--- src/rtl/qevt_irq_capture.sv ---
module qevt_irq_capture #(
  parameter int NQ = 8,
  parameter int AW = 12,
  parameter logic [AW-1:0] CAP_ADDR  = 12'h1C0,
  parameter logic [AW-1:0] MASK_ADDR = 12'h1C4
) (
  input  logic              clk,
  input  logic              rst_n,
  input  logic [NQ-1:0]     rdy_flag,
  input  logic [NQ-1:0]     stat_a,
  input  logic [NQ-1:0]     stat_b,
  input  logic [AW-1:0]     reg_addr,
  input  logic              reg_wr,
  input  logic              reg_rd,
  input  logic [4*NQ-1:0]   reg_wdata,
  output logic [4*NQ-1:0]   reg_rdata,
  output logic              irq_out
);
  localparam int DW = 4 * NQ;

  logic [NQ-1:0] rdy_p, sa_p, sb_p;
  logic [DW-1:0] evt, cap_q, mask_q;
  logic          irq_q;

  wire cap_sel  = (reg_addr == CAP_ADDR);
  wire mask_sel = (reg_addr == MASK_ADDR);
  wire cap_clr  = reg_rd && cap_sel;

  for (genvar q = 0; q < NQ; q++) begin : g_q
    assign evt[4*q+3] =  rdy_flag[q] & ~rdy_p[q];
    assign evt[4*q+2] = ~rdy_flag[q] &  rdy_p[q];
    assign evt[4*q+1] =  stat_a[q]   & ~sa_p[q];
    assign evt[4*q]   =  stat_b[q]   & ~sb_p[q];
  end

  always_ff @(posedge clk) begin
    if (!rst_n) begin
      rdy_p  <= '0;
      sa_p   <= '0;
      sb_p   <= '0;
      cap_q  <= '0;
      mask_q <= '0;
      irq_q  <= 1'b0;
    end else begin
      rdy_p <= rdy_flag;
      sa_p  <= stat_a;
      sb_p  <= stat_b;
      cap_q <= (cap_clr ? '0 : cap_q) | evt;
      if (reg_wr && mask_sel) mask_q <= reg_wdata;
      irq_q <= |(cap_q & mask_q);
    end
  end

  assign reg_rdata = cap_sel ? cap_q : (mask_sel ? mask_q : '0);
  assign irq_out   = irq_q;


  sticky_hold_chk: assert property (@(posedge clk) disable iff (!rst_n)
    !cap_clr |=> ((cap_q & $past(cap_q)) == $past(cap_q)));


  evt_capture_chk: assert property (@(posedge clk) disable iff (!rst_n)
    (|evt) |=> ((cap_q & $past(evt)) == $past(evt)));


  read_clear_chk: assert property (@(posedge clk) disable iff (!rst_n)
    (cap_clr && evt == '0) |=> (cap_q == '0));


  cap_wr_ignore_chk: assert property (@(posedge clk) disable iff (!rst_n)
    (reg_wr && cap_sel && !reg_rd && evt == '0) |=> $stable(cap_q));


  masked_quiet_chk: assert property (@(posedge clk) disable iff (!rst_n)
    (mask_q == '0) |=> !irq_out);


  mask_hold_chk: assert property (@(posedge clk) disable iff (!rst_n)
    !(reg_wr && mask_sel) |=> $stable(mask_q));
endmodule

--- config.mk ---
export PLATFORM = sky130hd
export DESIGN_NAME = qevt_irq_capture
export DESIGN_NICKNAME = d
export VERILOG_FILES = /design/src/rtl/qevt_irq_capture.sv
export SDC_FILE = /design/constraint.sdc
export NUM_CORES = 1
export LEC_CHECK = 0
export CORE_MARGIN = 1.5
export CORE_UTILIZATION = 60
export DETAILED_ROUTE_END_ITERATION = 10
export DONT_BUFFER_PORTS = 1
export GPL_TIMING_DRIVEN = 0
export PLACE_DENSITY = 0.73
export SYNTH_ARGS = -nofsm -noshare
export SYNTH_HDL_FRONTEND = slang
export SYNTH_SLANG_ARGS = --single-unit
--- constraint.sdc ---
create_clock -name clk -period 2.1 [get_ports clk]
set_input_delay 0.315 -clock clk [delete_from_list [all_inputs] [get_ports clk]]
set_output_delay 0.315 -clock clk [all_outputs]
set_load 0.05 [all_outputs]
==> reports/metrics.csv, run 1 <==
metric,value,unit
WP data required,1.78,ns
sequential cell area fraction in the yosys report,50.3,%
max incr delay on CP,0.57,ns
min cycle time layout,2.07,ns
core area,5610,sq um
worst slew pin tran,0.609,ns
Synthesis Warnings,0,
worst r2r path cells,3,
crit path launch,reg_addr[4],
routability cong.,0.795,
RSZ-0062 raised after global routing,false,
PortBufs,0,
"commonest non-fill, non-tap cell in the layout",dfxtp_1,
VDD IR max,425,uV
max-cap violations,0,
slack of the critical path,0.0313,ns
pre-CTS setup slack,-0.342,ns
Setup TNS Final,0,ns
dpl hpwl,6460,um
ANT cells,0,
Synth cell types,21,
width of the die,79.8,um
TritonCTS clock tree,done,
DRC viols,0,
CP Capture Type,primary output,
TritonCTS buffer count,9,
HP Class,in2reg,
Pwr Density,740,nW/um^2
All-Layer GR Usage,31.4,%
LEAKAGE,1.70,nW
maximum fanout along the worst path,10,
vias in the first global route,2801,
row count,27,
final hold vios,0,
total grt overflow,0,
final layout net count,444,
crit path kind,in2out,
fillcell total,414,
CTS Sinks,89,
family with the most delay on the worst path,simple AND/OR/NAND/NOR gates,
Cells after Synth,358,
"Setup violations, final",0,
clock-pin slew on the worst setup and hold paths,0.08,ns
largest net degree at the start of global routing,14,
Post-Syn Nets,430,
Area Overhead vs Synth,18.8,%
initial antenna violation count,0,
routed len/inst,21.5,um
vias per std cell,6.29,
Clock Path Buffers,2,
Max Transition Viols Final,0,
Levels on crit path,5,
via count,2805,
Area contributors post-synth,"dfxtp_1, a22o_1, mux2i_1",
#FFs+latches synth,89,
"commonest cells after routing, fill and taps aside","dfxtp_1, nand2_1, mux2i_1, a22o_4, inv_1",
Multi-input gate area,1840,sq um
Iter 0 DRT Violations,137,
CP endpoint,reg_rdata[4],
r2r setup slk,0.73,ns
CP Launch Type,primary input,
area share of the largest cell type after synthesis,50.3,%
CP max stage cell,or4b_4,
Routed Antenna Nets,0,
clk root buf,clkbuf_8,
synthesized cell area,3540,sq um
status,completed,
Die Area,6370,sq um
H-tree Lvls,3,
cell taking the most area after synthesis,dfxtp_1,
crit path DAT,1.75,ns
Slew HR,59.4,%
first-pass GRT wire length,14800,um
top achievable clock speed,483,MHz
WP buf/inv,2,
CP cell instances,or4b_4 > nor4_4 > buf_6 > buf_12 > a22o_4,
later-pin clock latency in the skew report,0.36,ns
syn avg cell area,9.89,sq um
Die Y,79.8,um
Initial Util,63.1,%
layout cell share with drive strength beyond 1,17.4,%
WHS,0.0342,ns
Reg area,1780,sq um
Setup Skew,0.00821,ns
Worst R2R End,irq_out,
worst r2r src,cap_q[21],
num ports,105,
drt pass-1 iters,4,
post-route clock period utilization,98.5,%
Total Wirelength,9610,um
[layer usage]
layer	vias to the layer above	share of wire, %	routed length (um)	global-route usage [%]
met4	0	1.2	116	11.2
met3	13	7.5	716	8.00
li1	1301	-	-	-
met1	1380	43	4150	40.3
met5	-	0	0	0
met2	111	48	4630	51.2
[Yosys cell counts, drive strengths merged]
cell     number
a22o         56
o2bb2ai       7
nor4          3
a32o          1
mux2i        32
nand3b        1
or4           1
a22oi        16
buf          15
o41a          2
inv          26
dfxtp        89
or4b          1
nand2        72
and2         24
nand4         4
nand2b        1
clkbuf        7
[cell families after synthesis]
kind of cell	after synthesis	share of synthesized area, %
AND/OR/NAND/NOR	107	15.0
flip-flops	89	50.3
AO/OA/AOI/OAI	82	19.9
buffers and inverters	48	5.73
multiplexers	32	9.05
[through the flow]
stage          std cells  utilization [%]  power (W)  area [sq um]
2_1_floorplan        358                -    0.00197          3580
4_1_cts              445             73.8    0.00309          4140
5_1_grt              446             75.0    0.00318          4200
3_5_place_dp         430             65.4    0.00202          3670
3_3_place_gp         430             65.4    0.00202          3670
6_report             446             75.0    0.00311          4200
[state kept, by name (all words and copies together), names as in the netlist]
signal,cells
sb_p,8
mask_q,32
rdy_p,8
irq_out,1
sa_p,8
cap_q,32
[worst reg2reg max path, cell delays in order (launching register included)]
cell	delay (ns)
dfxtp_1	0.35
a22oi_1	0.30
nand4_1	0.21
o41a_1	0.40
[repair_timing]
item,CTS,global route
pin swaps,31,7
endpoints found under the setup margin,32,30
setup buffers,2,1
endpoints found under the hold margin,0,0
resized for setup,46,14
hold buffers,0,0
[where the power goes]
part / switching, W / internal [W]
Combinational: 0.0000950 / 0.0000733
Clock: 0.000582 / 0.000526
Sequential: 0.0000682 / 0.00177
Total: 0.000745 / 0.00237
[worst min-delay path by stage]
stage | startpoint | to | slack (ns) | depth (start not counted)
final | rdy_flag[0] | cap_q[2] | 0.03 | 1
after global routing | rdy_flag[1] | cap_q[6] | 0.03 | 1
after CTS | rdy_flag[5] | cap_q[22] | 0.04 | 1
after detailed placement | rdy_flag[1] | cap_q[6] | 0.41 | 1
after global placement | rdy_flag[3] | cap_q[14] | 0.40 | 1
after floorplan | rdy_flag[2] | cap_q[10] | 0.40 | 1
[cell type report]
| class | instances | share of cell area [%] |
|---|---|---|
| Tap cell | 72 | 2.14 |
| Timing Repair Buffer | 3 | 0.714 |
| Sequential cell | 89 | 42.4 |
| Buffer | 22 | 4.64 |
| Clock buffer | 9 | 2.95 |
| Inverter | 26 | 2.32 |
| Clock inverter | 4 | 1.13 |
| Multi-Input combinational cell | 221 | 43.7 |
Power figures use the tool's default switching activity.
==> run 2, diff against run 1 <==
--- a/config.mk
+++ b/config.mk
@@ -6,11 +6,11 @@
 export NUM_CORES = 1
 export LEC_CHECK = 0
 export CORE_MARGIN = 1.5
-export CORE_UTILIZATION = 60
+export CORE_UTILIZATION = 56
 export DETAILED_ROUTE_END_ITERATION = 10
 export DONT_BUFFER_PORTS = 1
 export GPL_TIMING_DRIVEN = 0
-export PLACE_DENSITY = 0.73
+export PLACE_DENSITY = 0.71
 export SYNTH_ARGS = -nofsm -noshare
 export SYNTH_HDL_FRONTEND = slang
 export SYNTH_SLANG_ARGS = --single-unit
==> constraint.sdc (replaced) <==
create_clock -name clk -period 1.79 [get_ports clk]
set_input_delay 0.2685 -clock clk [delete_from_list [all_inputs] [get_ports clk]]
set_output_delay 0.2685 -clock clk [all_outputs]
set_load 0.05 [all_outputs]
==> run 2 against run 1 <==
  * The flow now finishes with violations (negative setup slack)
  * Final area rose by 2.8%
  * Combinational power rose by 26%
  * Largest cell class unchanged
  * Count of clock-buffer cells in the layout rose by 1
  * Largest power group unchanged
  * Register-to-register slack got worse by 0.27 ns
  * Critical path type unchanged
  * Sequential power rose by 17%
  * Die area rose by 6.9%
  * Worst hold slack improved by 0.0087 ns
  * Total power rose by 13%
==> reports/metrics.csv, run 2 (synthesized netlist as in run 1, its figures left out) <==
metric,value,unit,change
status,"finished, violations left",,
failing checks,negative setup slack,,
max incr delay on CP,0.57,ns,about the same
hold worst-path end,mask_q[7],,
Area Overhead vs Synth,22.1,%,
VDD IR max,513,uV,+21%
Regs by FF count,"cap_q: 32 flops, mask_q: 32 flops",,
Clock power frac,32.9,%,-2.7 points
later-pin clock latency in the skew report,0.36,ns,about the same
Setup TNS Final,-7.47,ns,-7.47 ns
Flop pwr share,61.1,%,+2.1 points
final hold vios,0,,unchanged
Routed Antenna Nets,0,,unchanged
post-route clock period utilization,115,%,
drt pass-1 iters,4,,unchanged
LEAKAGE,1.76,nW,+3.7%
PortBufs,0,,unchanged
Total Wirelength,9970,um,+3.8%
vias in the first global route,2771,,-1.1%
CP Launch Type,primary input,,
worst slew pin tran,0.607,ns,-0.00144 ns
r2r setup slk,0.46,ns,-0.27 ns
Max Transition Viols Final,0,,unchanged
total grt overflow,0,,unchanged
H-tree Lvls,3,,unchanged
"commonest cells after routing, fill and taps aside","dfxtp_1, nand2_1, a22o_4, mux2i_1, inv_1",,
TritonCTS buffer count,9,,unchanged
Initial Util,58.7,%,-4.4 points
Worst R2R End,irq_out,,
WP data required,1.52,ns,-0.26 ns
cell-internal power,0.00265,W,+12%
top achievable clock speed,486,MHz,
crit path DAT,1.79,ns,+0.04 ns
Pwr Density,815,nW/um^2,+10%
initial antenna violation count,0,,unchanged
Setup Skew,0.00966,ns,+0.00145 ns
largest net degree at the start of global routing,14,,unchanged
RSZ-0062 raised after global routing,true,,
maximum fanout along the worst path,10,,unchanged
Clock Path Buffers,2,,unchanged
vias per std cell,6.04,,-3.9%
slack of the critical path,-0.266,ns,-0.297 ns
worst r2r src,cap_q[21],,
Hold Path Origin,reg_wdata[7],,
family with the most delay on the worst path,simple AND/OR/NAND/NOR gates,,
Die Y,82.5,um,+3.4%
pre-CTS setup slack,-0.349,ns,-0.00673 ns
clk root buf,clkbuf_8,,
WHS,0.0428,ns,+0.00869 ns
routability cong.,0.843,,+6.1%
"Setup violations, final",32,,+32
dpl hpwl,6790,um,+5.0%
CP max stage cell,or4b_4,,
min cycle time layout,2.06,ns,
All-Layer GR Usage,30.6,%,-0.81 points
row count,28,,+3.7%
Slew HR,59.5,%,+0.096 points
ANT cells,0,,unchanged
utilization after layout,71.7,%,-3.3 points
crit path kind,in2out,,
core area,6030,sq um,+7.5%
WP buf/inv,2,,unchanged
TritonCTS clock tree,done,,
CP cell instances,or4b_4 > nor4_4 > buf_4 > buf_12 > a22o_4,,
num ports,105,,unchanged
CP Capture Type,primary output,,
combinational share of power,6.0,%,+0.6 points
clock-pin slew on the worst setup and hold paths,0.09,ns,about the same
DRC viols,0,,unchanged
first-pass GRT wire length,14700,um,-0.61%
max-cap violations,0,,unchanged
"commonest non-fill, non-tap cell in the layout",dfxtp_1,,
worst hold stages,2,,+1
via count,2792,,-0.46%
CTS Sinks,89,,unchanged
final layout net count,456,,+2.7%
routed len/inst,21.6,um,+0.18%
Die Area,6810,sq um,+6.9%
layout cell share with drive strength beyond 1,18.1,%,+0.71 points
Iter 0 DRT Violations,187,,+36%
HP Class,in2reg,,
Sw Share,24.7,%,+0.74 points
worst r2r path cells,3,,unchanged
switching pwr,0.000870,W,+17%
width of the die,82.5,um,+3.4%
run 2: worst max path at each step:
stage | from | endpoint | slack, ns | depth (start not counted)
after floorplan | reg_addr[9] | reg_rdata[0] | -0.18 | 4
after global placement | reg_addr[9] | reg_rdata[5] | -0.34 | 4
after detailed placement | reg_addr[9] | reg_rdata[5] | -0.35 | 4
after CTS | reg_addr[4] | reg_rdata[5] | -0.21 | 5
after global routing | reg_addr[4] | reg_rdata[3] | -0.28 | 5
final | reg_addr[4] | reg_rdata[5] | -0.27 | 5
run 2: worst register-to-register path: stages, from the launching register on:
cell,delay (ns)
dfxtp_1,0.34
a22oi_1,0.27
nand4_1,0.19
o41a_1,0.42
run 2: power by group through the flow:
| stage | sequential, W | clock (W) | combinational [W] |
|---|---|---|---|
| after CTS | 0.00215 | 0.00116 | 0.000210 |
| final | 0.00215 | 0.00116 | 0.000212 |
| after detailed placement | 0.00219 | 0 | 0.000198 |
| after floorplan | 0.00217 | 0 | 0.000155 |
| after global placement | 0.00219 | 0 | 0.000193 |
| after global routing | 0.00216 | 0.00124 | 0.000236 |
run 2: metal layers:
metal | track usage [%] | part of all wire (%) | vias up
li1 | - | - | 1324
met3 | 8.24 | 8.5 | 14
met4 | 12.0 | 1.5 | 0
met2 | 49.4 | 48 | 123
met5 | 0 | 0 | -
met1 | 38.9 | 42 | 1331
run 2: cell type report:
| class | count | area [sq um] |
|---|---|---|
| Inverter | 26 | 97.6 |
| Multi-Input combinational cell | 221 | 1850 |
| Fill cell | 456 | 1710 |
| Clock inverter | 4 | 22.5 |
| Tap cell | 75 | 93.8 |
| Clock buffer | 10 | 128 |
| Buffer | 22 | 193 |
| Sequential cell | 89 | 1780 |
| Timing Repair Buffer | 15 | 151 |
run 2: stage by stage:
stage / area [sq um] / instances / power (W)
after global routing: 4320 / 462 / 0.00364
after floorplan: 3840 / 358 / 0.00232
final: 4320 / 462 / 0.00352
after CTS: 4270 / 458 / 0.00352
after global placement: 3940 / 433 / 0.00238
after detailed placement: 3940 / 433 / 0.00239
run 2: repair_timing:
| action | 4_1_cts | 5_1_grt |
|---|---|---|
| setup buffers | 5 | 2 |
| gates cloned | 0 | 1 |
| hold endpoints to repair | 6 | 1 |
| resized for setup | 18 | 1 |
| pin swaps | 18 | 7 |
| setup endpoints to repair | 32 | 34 |
| hold buffers | 6 | 1 |
==> run 3, diff against run 2 <==
--- a/config.mk
+++ b/config.mk
@@ -5,12 +5,13 @@
 export SDC_FILE = /design/constraint.sdc
 export NUM_CORES = 1
 export LEC_CHECK = 0
+export ABC_CLOCK_PERIOD_IN_PS = 1790
 export CORE_MARGIN = 1.5
-export CORE_UTILIZATION = 56
+export CORE_UTILIZATION = 55
 export DETAILED_ROUTE_END_ITERATION = 10
 export DONT_BUFFER_PORTS = 1
 export GPL_TIMING_DRIVEN = 0
-export PLACE_DENSITY = 0.71
+export PLACE_DENSITY = 0.7
 export SYNTH_ARGS = -nofsm -noshare
 export SYNTH_HDL_FRONTEND = slang
 export SYNTH_SLANG_ARGS = --single-unit
==> run 3 against run 2 <==
  * The flow still finishes with violations (negative setup slack)
  * Register-to-register slack got worse by 0.05 ns
  * Worst hold slack got worse by 0.0019 ns
  * Maximum frequency rose by 3.7%
  * Critical path depth did not move
  * Cell count increased by 0.22%
  * Critical endpoint unchanged
==> reports/metrics.csv, run 3 (synthesized netlist as in run 1, its figures left out) <==
metric,value,unit,change
status,"finished, violations left",,
failing checks,negative setup slack,,
final hold vios,0,,unchanged
core area,6280,sq um,+4.2%
WP buf/inv,2,,unchanged
final cell count without fillers,463,,+0.22%
WP data required,1.52,ns,about the same
worst slew pin tran,0.619,ns,+0.0111 ns
initial antenna violation count,0,,unchanged
Setup Skew,0.00740,ns,-0.00226 ns
met1 Track Usage GR,37.1,%,-1.8 points
top achievable clock speed,504,MHz,+3.7%
post-route clock period utilization,111,%,-4.1 points
slack of the critical path,-0.192,ns,+0.0734 ns
fillcell total,499,,+9.4%
CP Launch Type,primary input,,
CP cell instances,or4b_4 > nor4_4 > buf_6 > buf_12 > a22o_4,,
Max Transition Viols Final,0,,unchanged
VDD IR max,699,uV,+36%
All-Layer GR Usage,28.7,%,-1.9 points
vias per std cell,5.93,,-1.9%
"Most Used Layer, Global Route",met2,,
CP max stage cell,or4b_4,,
Total Wirelength,9550,um,-4.2%
HP Class,in2reg,,
DRC viols,0,,unchanged
Iter 0 DRT Violations,156,,-17%
Die Y,83.2,um,+0.87%
drt pass-1 iters,4,,unchanged
worst r2r src,cap_q[21],,
grt met3 use,6.86,%,-1.4 points
Worst R2R End,irq_out,,
routed len/inst,20.6,um,-4.4%
dpl hpwl,6630,um,-2.2%
"Setup violations, final",32,,unchanged
routability cong.,0.832,,-1.3%
maximum fanout along the worst path,10,,unchanged
crit path kind,in2out,,
family with the most delay on the worst path,simple AND/OR/NAND/NOR gates,,
max incr delay on CP,0.57,ns,about the same
via count,2745,,-1.7%
r2r setup slk,0.41,ns,-0.05 ns
layout cell share with drive strength beyond 1,17.9,%,-0.21 points
Initial Util,56.4,%,-2.4 points
Die Area,6930,sq um,+1.7%
Routed Antenna Nets,0,,unchanged
vias in the first global route,2801,,+1.1%
min cycle time layout,1.98,ns,-0.0734 ns
max-cap violations,0,,unchanged
dpl cells,435,,+0.46%
Pwr Density,876,nW/um^2,+7.4%
CP Capture Type,primary output,,
TritonCTS clock tree,done,,
PortBufs,0,,unchanged
first-pass GRT wire length,15100,um,+2.2%
clk root buf,clkbuf_8,,
CTS Sinks,89,,unchanged
total grt overflow,0,,unchanged
row count,29,,+3.6%
crit path DAT,1.71,ns,-0.08 ns
num ports,105,,unchanged
H-tree Lvls,3,,unchanged
GR met2 Demand/Resource,47.5,%,-1.9 points
pre-CTS setup slack,-0.349,ns,-0.000653 ns
Regs by FF count,"cap_q: 32 flops, mask_q: 32 flops",,
TritonCTS buffer count,9,,unchanged
Area Overhead vs Synth,23.4,%,
Slew HR,58.8,%,-0.74 points
largest net degree at the start of global routing,15,,+1
"commonest cells after routing, fill and taps aside","dfxtp_1, nand2_1, a22o_4, mux2i_1, inv_1",,
"commonest non-fill, non-tap cell in the layout",dfxtp_1,,
Levels on crit path,5,,unchanged
clock-pin slew on the worst setup and hold paths,0.09,ns,about the same
RSZ-0062 raised after global routing,true,,
later-pin clock latency in the skew report,0.36,ns,about the same
Clock Path Buffers,2,,unchanged
CP endpoint,reg_rdata[5],,
width of the die,83.2,um,+0.87%
final layout net count,453,,-0.66%
ANT cells,0,,unchanged
crit path launch,reg_addr[4],,
LEAKAGE,1.78,nW,+0.92%
worst r2r path cells,3,,unchanged
-- run 3: how the worst min path moves through the flow --
| stage | start | to | slack (ns) | cells past startpoint |
|---|---|---|---|---|
| 6_report | reg_wdata[14] | mask_q[14] | 0.04 | 2 |
| 5_1_grt | reg_wdata[17] | mask_q[17] | 0.04 | 2 |
| 4_1_cts | reg_wdata[14] | mask_q[14] | 0.04 | 2 |
| 3_5_place_dp | rdy_flag[4] | cap_q[18] | 0.36 | 1 |
| 3_3_place_gp | rdy_flag[5] | cap_q[22] | 0.36 | 1 |
| 2_1_floorplan | rdy_flag[2] | cap_q[10] | 0.36 | 1 |
-- run 3: power by group --
group	internal (W)	switching [W]	leakage [nW]
logic	0.0000978	0.000112	0.937
clock network	0.000766	0.000699	0.110
registers	0.00207	0.0000788	0.732
-- run 3: final cells by class --
cell class                 count  area [sq um]  area share [%]
clock inverter                 3          47.5            1.09
multi-input combinational    221          1850            42.4
buffer                        22           208            4.76
inverter                      26          97.6            2.23
timing repair buffer          12           115            2.64
tap                           77          96.3            2.21
clock buffer                  13           169            3.87
sequential                    89          1780            40.8
-- run 3: layer usage --
layer	vias up	share of wire, %	wire, um
met4	0	1.2	114
li1	1318	-	-
met2	96	48	4620
met5	-	0	0
met1	1319	43	4140
met3	12	7.2	684
-- run 3: what timing repair did --
action,4_1_cts,5_1_grt
hold buffers,7,0
pin swaps,23,13
endpoints found under the hold margin,7,0
resized for setup,22,2
setup endpoints to repair,32,46
buffers inserted,5,0
-- run 3: per-stage QoR --
stage,util [%],hold WS (ns),total power [W],instance area [sq um],TNS (ns)
after CTS,69.5,0.0374,0.00384,4360,-5.53
after floorplan,-,0.356,0.00232,3840,-5.82
final,69.6,0.0410,0.00383,4370,-5.67
after global placement,62.8,0.358,0.00238,3940,-19.51
after detailed placement,62.8,0.360,0.00239,3940,-21.38
after global routing,69.6,0.0375,0.00395,4370,-6.43
-- run 3: worst register-to-register path: cells and delay by family, from the launching register on --
kind            cells  cell delay, ns
compound gates      2            0.72
flops               1            0.34
simple gates        1            0.20
